$ cat src/rtl/sadc_pkg.sv
package sadc_pkg;
  typedef enum logic [2:0] {
    ST_IDLE   = 3'd0,
    ST_RPEND  = 3'd1,
    ST_RSHIFT = 3'd2,
    ST_RGAP   = 3'd3,
    ST_WSETUP = 3'd4,
    ST_WSHIFT = 3'd5,
    ST_DONE   = 3'd6
  } sadc_state_e;
endpackage

$ cat src/rtl/sadc_sclk_div.sv
module sadc_sclk_div #(
  parameter int HALF_DIV = 4
) (
  input  logic clk,
  input  logic rst_n,
  input  logic run,
  output logic tick
);
  localparam int CNT_W = (HALF_DIV > 1) ? $clog2(HALF_DIV) : 1;
  localparam logic [CNT_W-1:0] CNT_LAST = CNT_W'(HALF_DIV - 1);

  logic [CNT_W-1:0] cnt_q, cnt_d;

  always_comb begin
    cnt_d = cnt_q;
    if (!run)
      cnt_d = '0;
    else if (cnt_q == CNT_LAST)
      cnt_d = '0;
    else
      cnt_d = cnt_q + 1'b1;
  end

  always_ff @(posedge clk or negedge rst_n) begin
    if (!rst_n) cnt_q <= '0;
    else        cnt_q <= cnt_d;
  end

  assign tick = run && (cnt_q == CNT_LAST);

  // the half-period counter never passes its limit
  p_cnt_range_r8: assert property (@(posedge clk) disable iff (!rst_n)
    cnt_q <= CNT_LAST);
endmodule

$ cat src/rtl/sadc_shift.sv
module sadc_shift #(
  parameter int WORD_W = 24
) (
  input  logic              clk,
  input  logic              rst_n,
  input  logic              load,
  input  logic [WORD_W-1:0] load_val,
  input  logic              launch,
  input  logic              sample,
  input  logic              sdi,
  output logic              sdo,
  output logic [WORD_W-1:0] rx
);
  logic [WORD_W-1:0] tx_q, tx_d, rx_q, rx_d;
  logic              sdo_q, sdo_d;

  always_comb begin
    tx_d  = tx_q;
    rx_d  = rx_q;
    sdo_d = sdo_q;
    if (load)
      tx_d = load_val;
    else if (launch) begin
      sdo_d = tx_q[WORD_W-1];
      tx_d  = {tx_q[WORD_W-2:0], 1'b0};
    end
    if (sample)
      rx_d = {rx_q[WORD_W-2:0], sdi};
  end

  always_ff @(posedge clk or negedge rst_n) begin
    if (!rst_n) begin
      tx_q  <= '0;
      rx_q  <= '0;
      sdo_q <= 1'b0;
    end else begin
      tx_q  <= tx_d;
      rx_q  <= rx_d;
      sdo_q <= sdo_d;
    end
  end

  assign sdo = sdo_q;
  assign rx  = rx_q;

  // the output bit moves only on a launch
  p_sdo_launch_r6: assert property (@(posedge clk) disable iff (!rst_n)
    !$stable(sdo_q) |-> $past(launch));
endmodule

$ cat src/rtl/sadc_seq.sv
module sadc_seq
  import sadc_pkg::*;
#(
  parameter int N_BYTES = 3,
  parameter int BYTE_W  = 8
) (
  input  logic        clk,
  input  logic        rst_n,
  input  logic        rd_req,
  input  logic        wr_req,
  input  logic        drdy_n,
  input  logic        tick,
  output sadc_state_e state,
  output logic        load,
  output logic        launch,
  output logic        sample,
  output logic        capture,
  output logic        sclk,
  output logic        done
);
  localparam int BIT_W  = (BYTE_W > 1) ? $clog2(BYTE_W) : 1;
  localparam int BYTE_CW = $clog2(N_BYTES + 1);
  localparam logic [BIT_W-1:0]   BIT_LAST  = BIT_W'(BYTE_W - 1);
  localparam logic [BYTE_CW-1:0] BYTE_LAST = BYTE_CW'(N_BYTES - 1);

  sadc_state_e          state_q, state_d;
  logic                 phase_q, phase_d;
  logic [BIT_W-1:0]     bit_q, bit_d;
  logic [BYTE_CW-1:0]   byte_q, byte_d;
  logic                 is_rd_q, is_rd_d;
  logic                 sclk_q, sclk_d;
  logic                 done_q, done_d;

  always_comb begin
    state_d = state_q;
    phase_d = phase_q;
    bit_d   = bit_q;
    byte_d  = byte_q;
    is_rd_d = is_rd_q;
    sclk_d  = sclk_q;
    done_d  = 1'b0;
    load    = 1'b0;
    launch  = 1'b0;
    sample  = 1'b0;
    capture = 1'b0;
    case (state_q)
      ST_IDLE: begin
        if (rd_req) begin
          state_d = ST_RPEND;
          is_rd_d = 1'b1;
        end else if (wr_req) begin
          state_d = ST_WSETUP;
          is_rd_d = 1'b0;
          load    = 1'b1;
        end
      end
      ST_RPEND, ST_RGAP: begin
        if (!drdy_n) state_d = ST_RSHIFT;
      end
      ST_WSETUP: begin
        if (tick) state_d = ST_WSHIFT;
      end
      ST_RSHIFT, ST_WSHIFT: begin
        if (tick) begin
          if (!phase_q) begin
            launch  = 1'b1;
            sclk_d  = 1'b0;
            phase_d = 1'b1;
          end else begin
            sample  = 1'b1;
            sclk_d  = 1'b1;
            phase_d = 1'b0;
            if (bit_q == BIT_LAST) begin
              bit_d = '0;
              if (byte_q == BYTE_LAST) begin
                byte_d  = '0;
                state_d = ST_DONE;
              end else begin
                byte_d = byte_q + 1'b1;
                if (state_q == ST_RSHIFT) state_d = ST_RGAP;
              end
            end else begin
              bit_d = bit_q + 1'b1;
            end
          end
        end
      end
      ST_DONE: begin
        state_d = ST_IDLE;
        capture = is_rd_q;
        done_d  = 1'b1;
      end
      default: state_d = ST_IDLE;
    endcase
  end

  always_ff @(posedge clk or negedge rst_n) begin
    if (!rst_n) begin
      state_q <= ST_IDLE;
      phase_q <= 1'b0;
      bit_q   <= '0;
      byte_q  <= '0;
      is_rd_q <= 1'b0;
      sclk_q  <= 1'b1;
      done_q  <= 1'b0;
    end else begin
      state_q <= state_d;
      phase_q <= phase_d;
      bit_q   <= bit_d;
      byte_q  <= byte_d;
      is_rd_q <= is_rd_d;
      sclk_q  <= sclk_d;
      done_q  <= done_d;
    end
  end

  assign state = state_q;
  assign sclk  = sclk_q;
  assign done  = done_q;

  // completion pulse lasts one cycle and lands in idle
  p_done_width_r10: assert property (@(posedge clk) disable iff (!rst_n)
    done_q |=> !done_q);
  p_done_idle_r10: assert property (@(posedge clk) disable iff (!rst_n)
    done_q |-> (state_q == ST_IDLE));
  // a byte of a read begins only from a sampled-low ready flag
  p_byte_gate_r7: assert property (@(posedge clk) disable iff (!rst_n)
    ($past(state_q) == ST_RGAP && state_q == ST_RSHIFT) |-> $past(!drdy_n));
endmodule

$ cat src/rtl/sadc_frame_ctrl.sv
module sadc_frame_ctrl
  import sadc_pkg::*;
#(
  parameter int HALF_DIV = 4,
  parameter int N_BYTES  = 3,
  parameter int BYTE_W   = 8
) (
  input  logic                        clk,
  input  logic                        rst_n,
  input  logic                        rd_req,
  input  logic                        wr_req,
  input  logic [N_BYTES*BYTE_W-1:0]   wr_word,
  input  logic                        drdy_n,
  input  logic                        sdi,
  output logic                        sclk,
  output logic                        rxfs_n,
  output logic                        txfs_n,
  output logic                        asel,
  output logic                        sdo,
  output logic [N_BYTES*BYTE_W-1:0]   rd_word,
  output logic                        done,
  output logic                        busy
);
  localparam int WORD_W = N_BYTES * BYTE_W;

  sadc_state_e       state;
  logic              tick, run, load, launch, sample, capture;
  logic [WORD_W-1:0] rx;
  logic [WORD_W-1:0] rd_word_q, rd_word_d;

  assign run = (state == ST_WSETUP) || (state == ST_RSHIFT) || (state == ST_WSHIFT);

  sadc_sclk_div #(.HALF_DIV(HALF_DIV)) u_div (
    .clk(clk), .rst_n(rst_n), .run(run), .tick(tick)
  );

  sadc_seq #(.N_BYTES(N_BYTES), .BYTE_W(BYTE_W)) u_seq (
    .clk(clk), .rst_n(rst_n), .rd_req(rd_req), .wr_req(wr_req),
    .drdy_n(drdy_n), .tick(tick), .state(state), .load(load),
    .launch(launch), .sample(sample), .capture(capture),
    .sclk(sclk), .done(done)
  );

  sadc_shift #(.WORD_W(WORD_W)) u_shift (
    .clk(clk), .rst_n(rst_n), .load(load), .load_val(wr_word),
    .launch(launch), .sample(sample), .sdi(sdi), .sdo(sdo), .rx(rx)
  );

  always_comb begin
    rd_word_d = rd_word_q;
    if (capture) rd_word_d = rx;
  end

  always_ff @(posedge clk or negedge rst_n) begin
    if (!rst_n) rd_word_q <= '0;
    else        rd_word_q <= rd_word_d;
  end

  assign rd_word = rd_word_q;
  assign rxfs_n  = !((state == ST_RSHIFT) || (state == ST_RGAP));
  assign txfs_n  = !((state == ST_WSETUP) || (state == ST_WSHIFT));
  assign asel    = txfs_n;
  assign busy    = (state != ST_IDLE);

  // idle levels on the port
  p_idle_high_r1: assert property (@(posedge clk) disable iff (!rst_n)
    !busy |-> (rxfs_n && txfs_n && asel && sclk));
  // receive frame opens only after ready was sampled low
  p_rd_gate_r2: assert property (@(posedge clk) disable iff (!rst_n)
    $fell(rxfs_n) |-> $past(!drdy_n));
  // frames never overlap
  p_wr_excl_r5: assert property (@(posedge clk) disable iff (!rst_n)
    !txfs_n |-> rxfs_n);
  // serial clock moves only inside a frame
  p_sclk_frame_r8: assert property (@(posedge clk) disable iff (!rst_n)
    !$stable(sclk) |-> $past(!rxfs_n || !txfs_n));
  // received word changes only with the completion pulse
  p_word_hold_r11: assert property (@(posedge clk) disable iff (!rst_n)
    !$stable(rd_word) |-> done);
  // address select stays high while receiving
  p_asel_read_r12: assert property (@(posedge clk) disable iff (!rst_n)
    !rxfs_n |-> asel);
endmodule

$ cat config.mk
export PLATFORM = sky130hd
export DESIGN_NAME = sadc_frame_ctrl
export DESIGN_NICKNAME = d
export VERILOG_FILES = /design/src/rtl/sadc_pkg.sv /design/src/rtl/sadc_sclk_div.sv /design/src/rtl/sadc_shift.sv /design/src/rtl/sadc_seq.sv /design/src/rtl/sadc_frame_ctrl.sv
export SDC_FILE = /design/constraint.sdc
export NUM_CORES = 1
export LEC_CHECK = 0
export BUFFER_PORTS_ARGS = -buffer_cell sky130_fd_sc_hd__buf_2
export CAP_MARGIN = 15
export CORE_AREA = 10 10 106 108
export DETAILED_ROUTE_END_ITERATION = 7
export DIE_AREA = 0 0 116 118
export PLACE_DENSITY_LB_ADDON = 0.05
export SLEW_MARGIN = 20
export SYNTH_ARGS = -nofsm -noshare
export SYNTH_HDL_FRONTEND = slang
export SYNTH_HIERARCHICAL = 1
export SYNTH_SLANG_ARGS = --single-unit
export TNS_END_PERCENT = 1
$ cat constraint.sdc
create_clock -name clk -period 5.33 [get_ports clk]
set_input_delay 0.533 -clock clk [delete_from_list [all_inputs] [get_ports clk]]
set_output_delay 0.533 -clock clk [all_outputs]
set_load 0.01 [all_outputs]
==> impl_metrics.json <==
{
  "num_vias": 2266,
  "synth_top_area_share_pct": 53.8,
  "post_cts_buffers": 0,
  "max_freq_ghz": 0.410,
  "period_needed_ns": 2.44,
  "async_flop_share_pct": 100,
  "layout_common_cells": "dfrtp_1 (86), buf_2 (59), mux2_4 (42), nand2_1 (31), mux2i_1 (24)",
  "cp-start-kind": "register",
  "drtIter0Drc": 97,
  "synthAdderAreaFrac_pct": 0.938,
  "wl_mm": 6.85,
  "cp_num_buf_inv": 2,
  "critical_path.max_fanout": 24,
  "mostFrequentLayoutCell": "dfrtp_1",
  "fp-row-count": 35,
  "synth.distinct_cells": 39,
  "start_util_pct": 43.9,
  "clkTransAtPathRegs_ns": 0.09,
  "path_delay_family": "flip-flops",
  "total_power_uw": 1680,
  "io_buffer_count": 60,
  "cts_resized": 0,
  "fill_cells": 862,
  "synth-seq-area-share_pct": 54.5,
  "status": "finished clean",
  "synth_nets": 321,
  "grt_max_degree": 69,
  "synth_compound_area_share_pct": 6.10,
  "maxCapViolations": 0,
  "synth_edf_count": 0,
  "placed_area_mm2": 0.00425,
  "cts_root_buf": "clkbuf_8",
  "power_density_mw_per_mm2": 374,
  "path_cells": "nand2b_1, o21ai_0, and2_2, o211ai_1, inv_1, buf_4, mux2_2",
  "cp-end-kind": "register",
  "syn_area_per_cell_um2": 13.9,
  "antenna_found_initial": 0,
  "synth_top_cells_by_area": "dfrtp_1 (54%), mux2_4 (16%), mux2i_1 (6.0%)",
  "tightest_slew_ns": 0.979,
  "cts_sinks": 87,
  "clockBufferDepth": 2,
  "post_drt_wl_per_cell_um": 14.9,
  "grtUsageTotal_pct": 10.2,
  "syn-cell-area_mm2": 0.00400,
  "core_mm2": 0.00911,
  "cts_hold_buf": 0,
  "synth_area_leader_cell": "dfrtp_1",
  "synth_mux_area_share_pct": 24.3,
  "die_x_um": 116,
  "fin_util_pct": 49.4,
  "synth_top_family_by_area": "multiplexers",
  "htreeDepth": 3,
  "cts_buffers": 9,
  "drive_gt1_share_pct": 40.9,
  "max_stage_delay_ns": 0.53,
  "hpwl_mm": 4.70,
  "firstDrtPassIters": 4,
  "arrival_ns": 2.66,
  "grt_pass1_wl_mm": 11.4,
  "synthCells": 288,
  "drc": 0,
  "clock_latency_ns": 0.35,
  "crit_type": "register to register",
  "fin_nets": 378,
  "hold_viol": 0,
  "setup_viol": 0,
  "synth-simple-area-share_pct": 8.07,
  "die_height_um": 118,
  "antenna_left": 0,
  "hold_path_class": "input pin to asynchronous set/reset pin",
  "synthFlopType": "dfrtp_1",
  "grt-ovfl-total": 0,
  "cts_tree": "yes",
  "via_per_inst": 4.92,
  "yosysWarnings": 6,
  "crit_slowest_cell": "dfrtp_1",
  "skew_ns": 0.0158,
  "grt_setup_unrepaired": "no",
  "tns_ns": 0,
  "syn2layout_area_growth_pct": 12.5,
  "vdd_ir_drop_max_mv": 0.179,
  "ys_ff_latch": 87,
  "report.final.slew_viol_count": 0,
  "synth_xor_area_share_pct": 0.219,
  "grt_pass1_vias": 2333,
  "io_pins": 61,
  "finalCritPeriodShare_pct": 45.7,
  "slew_headroom_pct": 34.6,
  "die_area_mm2": 0.0137,
  "fin_area_mm2": 0.00450,
  "gp_congestion": 0.719,
  "cp.required_ns": 5.55,
  "p_leak_uw": 0.00216,
  "antennaDiodeCount": 0
}
-- cell families after synthesis --
kind of cell | after synthesis
fa+ha+maj | 3
xor+xnor | 1
flops | 87
simple gates | 61
compound gates | 42
buf+inv | 19
mux | 75
-- metal layers --
metal / vias up / global-route usage (%) / routed length, µm
li1: 1117 / - / -
met1: 1100 / 13.6 / 3260
met2: 40 / 15.2 / 3140
met3: 9 / 2.65 / 333
met4: 0 / 4.23 / 115
met5: - / 0 / 0
-- worst paths after layout --
| kind | from | to | slack [ns] | cells after the start |
|---|---|---|---|---|
| worst max-delay path | u_seq/state[2]$_DFFE_PN0P_ | u_shift/rx[2]$_DFFE_PN0P_ | 2.89 | 7 |
| worst min-delay path | rst_n | rd_word[18]$_DFFE_PN0P_ | 0.06 | 1 |
| worst max register to register | u_seq/state[2]$_DFFE_PN0P_ | u_shift/rx[2]$_DFFE_PN0P_ | 2.89 | 7 |
| worst min register to register | u_div/cnt_q[0]$_DFF_PN0_ | u_div/cnt_q[0]$_DFF_PN0_ | 0.46 | 1 |
| max in group asynchronous | rst_n | u_shift/tx_q[1]$_DFFE_PN0P_ | 4.15 | 2 |
| min in group clk | wr_word[6] | u_shift/tx_q[6]$_DFFE_PN0P_ | 0.39 | 3 |
-- cells in the mapped netlist (all sizes together), types with 3 or more instances --
library cell and count:
dfrtp 86, mux2 51, nand2 31, o21ai 31, mux2i 24, buf 16
nand2b 6, nor2 6, and2 3, ha 3, nor2b 3
-- area by class of cell --
cell class / instances / area (µm²) / share of cell area, %
Timing Repair Buffer: 64 / 333 / 7.40
Clock inverter: 7 / 126 / 2.81
Clock buffer: 9 / 124 / 2.75
Tap cell: 111 / 139 / 3.09
Sequential cell: 87 / 2180 / 48.4
Multi-Input combinational cell: 182 / 1600 / 35.5
Inverter: 1 / 3.75 / 0.0834
-- registers in the layout, summed over array words and instances, names as in the netlist --
register	flops
u_seq/is_rd_q	1
u_seq/byte_q	2
u_shift/rx	24
u_shift/sdo	1
u_seq/phase_q	1
u_seq/done	1
u_shift/tx_q	24
u_div/cnt_q	2
u_seq/state	3
u_seq/bit_q	3
rd_word	24
u_seq/sclk	1
-- worst reg2reg max path: cells and delay by family (launching register included) --
family	cells	cell delay, ns
buffers and inverters	2	0.48
and+or+nand+nor	2	0.46
DFF	1	0.53
muxes	1	0.39
AOI/OAI and AO/OA	2	0.46
-- power breakdown --
group          leakage, µW  internal [µW]  switching (µW)
logic             0.000881            133             125
clock network     0.000122            318             245
registers          0.00115            778            84.0
-- per-stage QoR --
| stage | std cells | hold WS [ns] | setup WS (ns) |
|---|---|---|---|
| CTS | 461 | 0.0516 | 2.86 |
| finish | 461 | 0.0586 | 2.89 |
| global route | 461 | 0.0605 | 2.60 |
| global placement | 445 | 0.439 | 2.97 |
| floorplan | 288 | 0.237 | 3.37 |
| detailed placement | 445 | 0.438 | 2.89 |
Note: power is estimated with default switching activity, not from simulation.
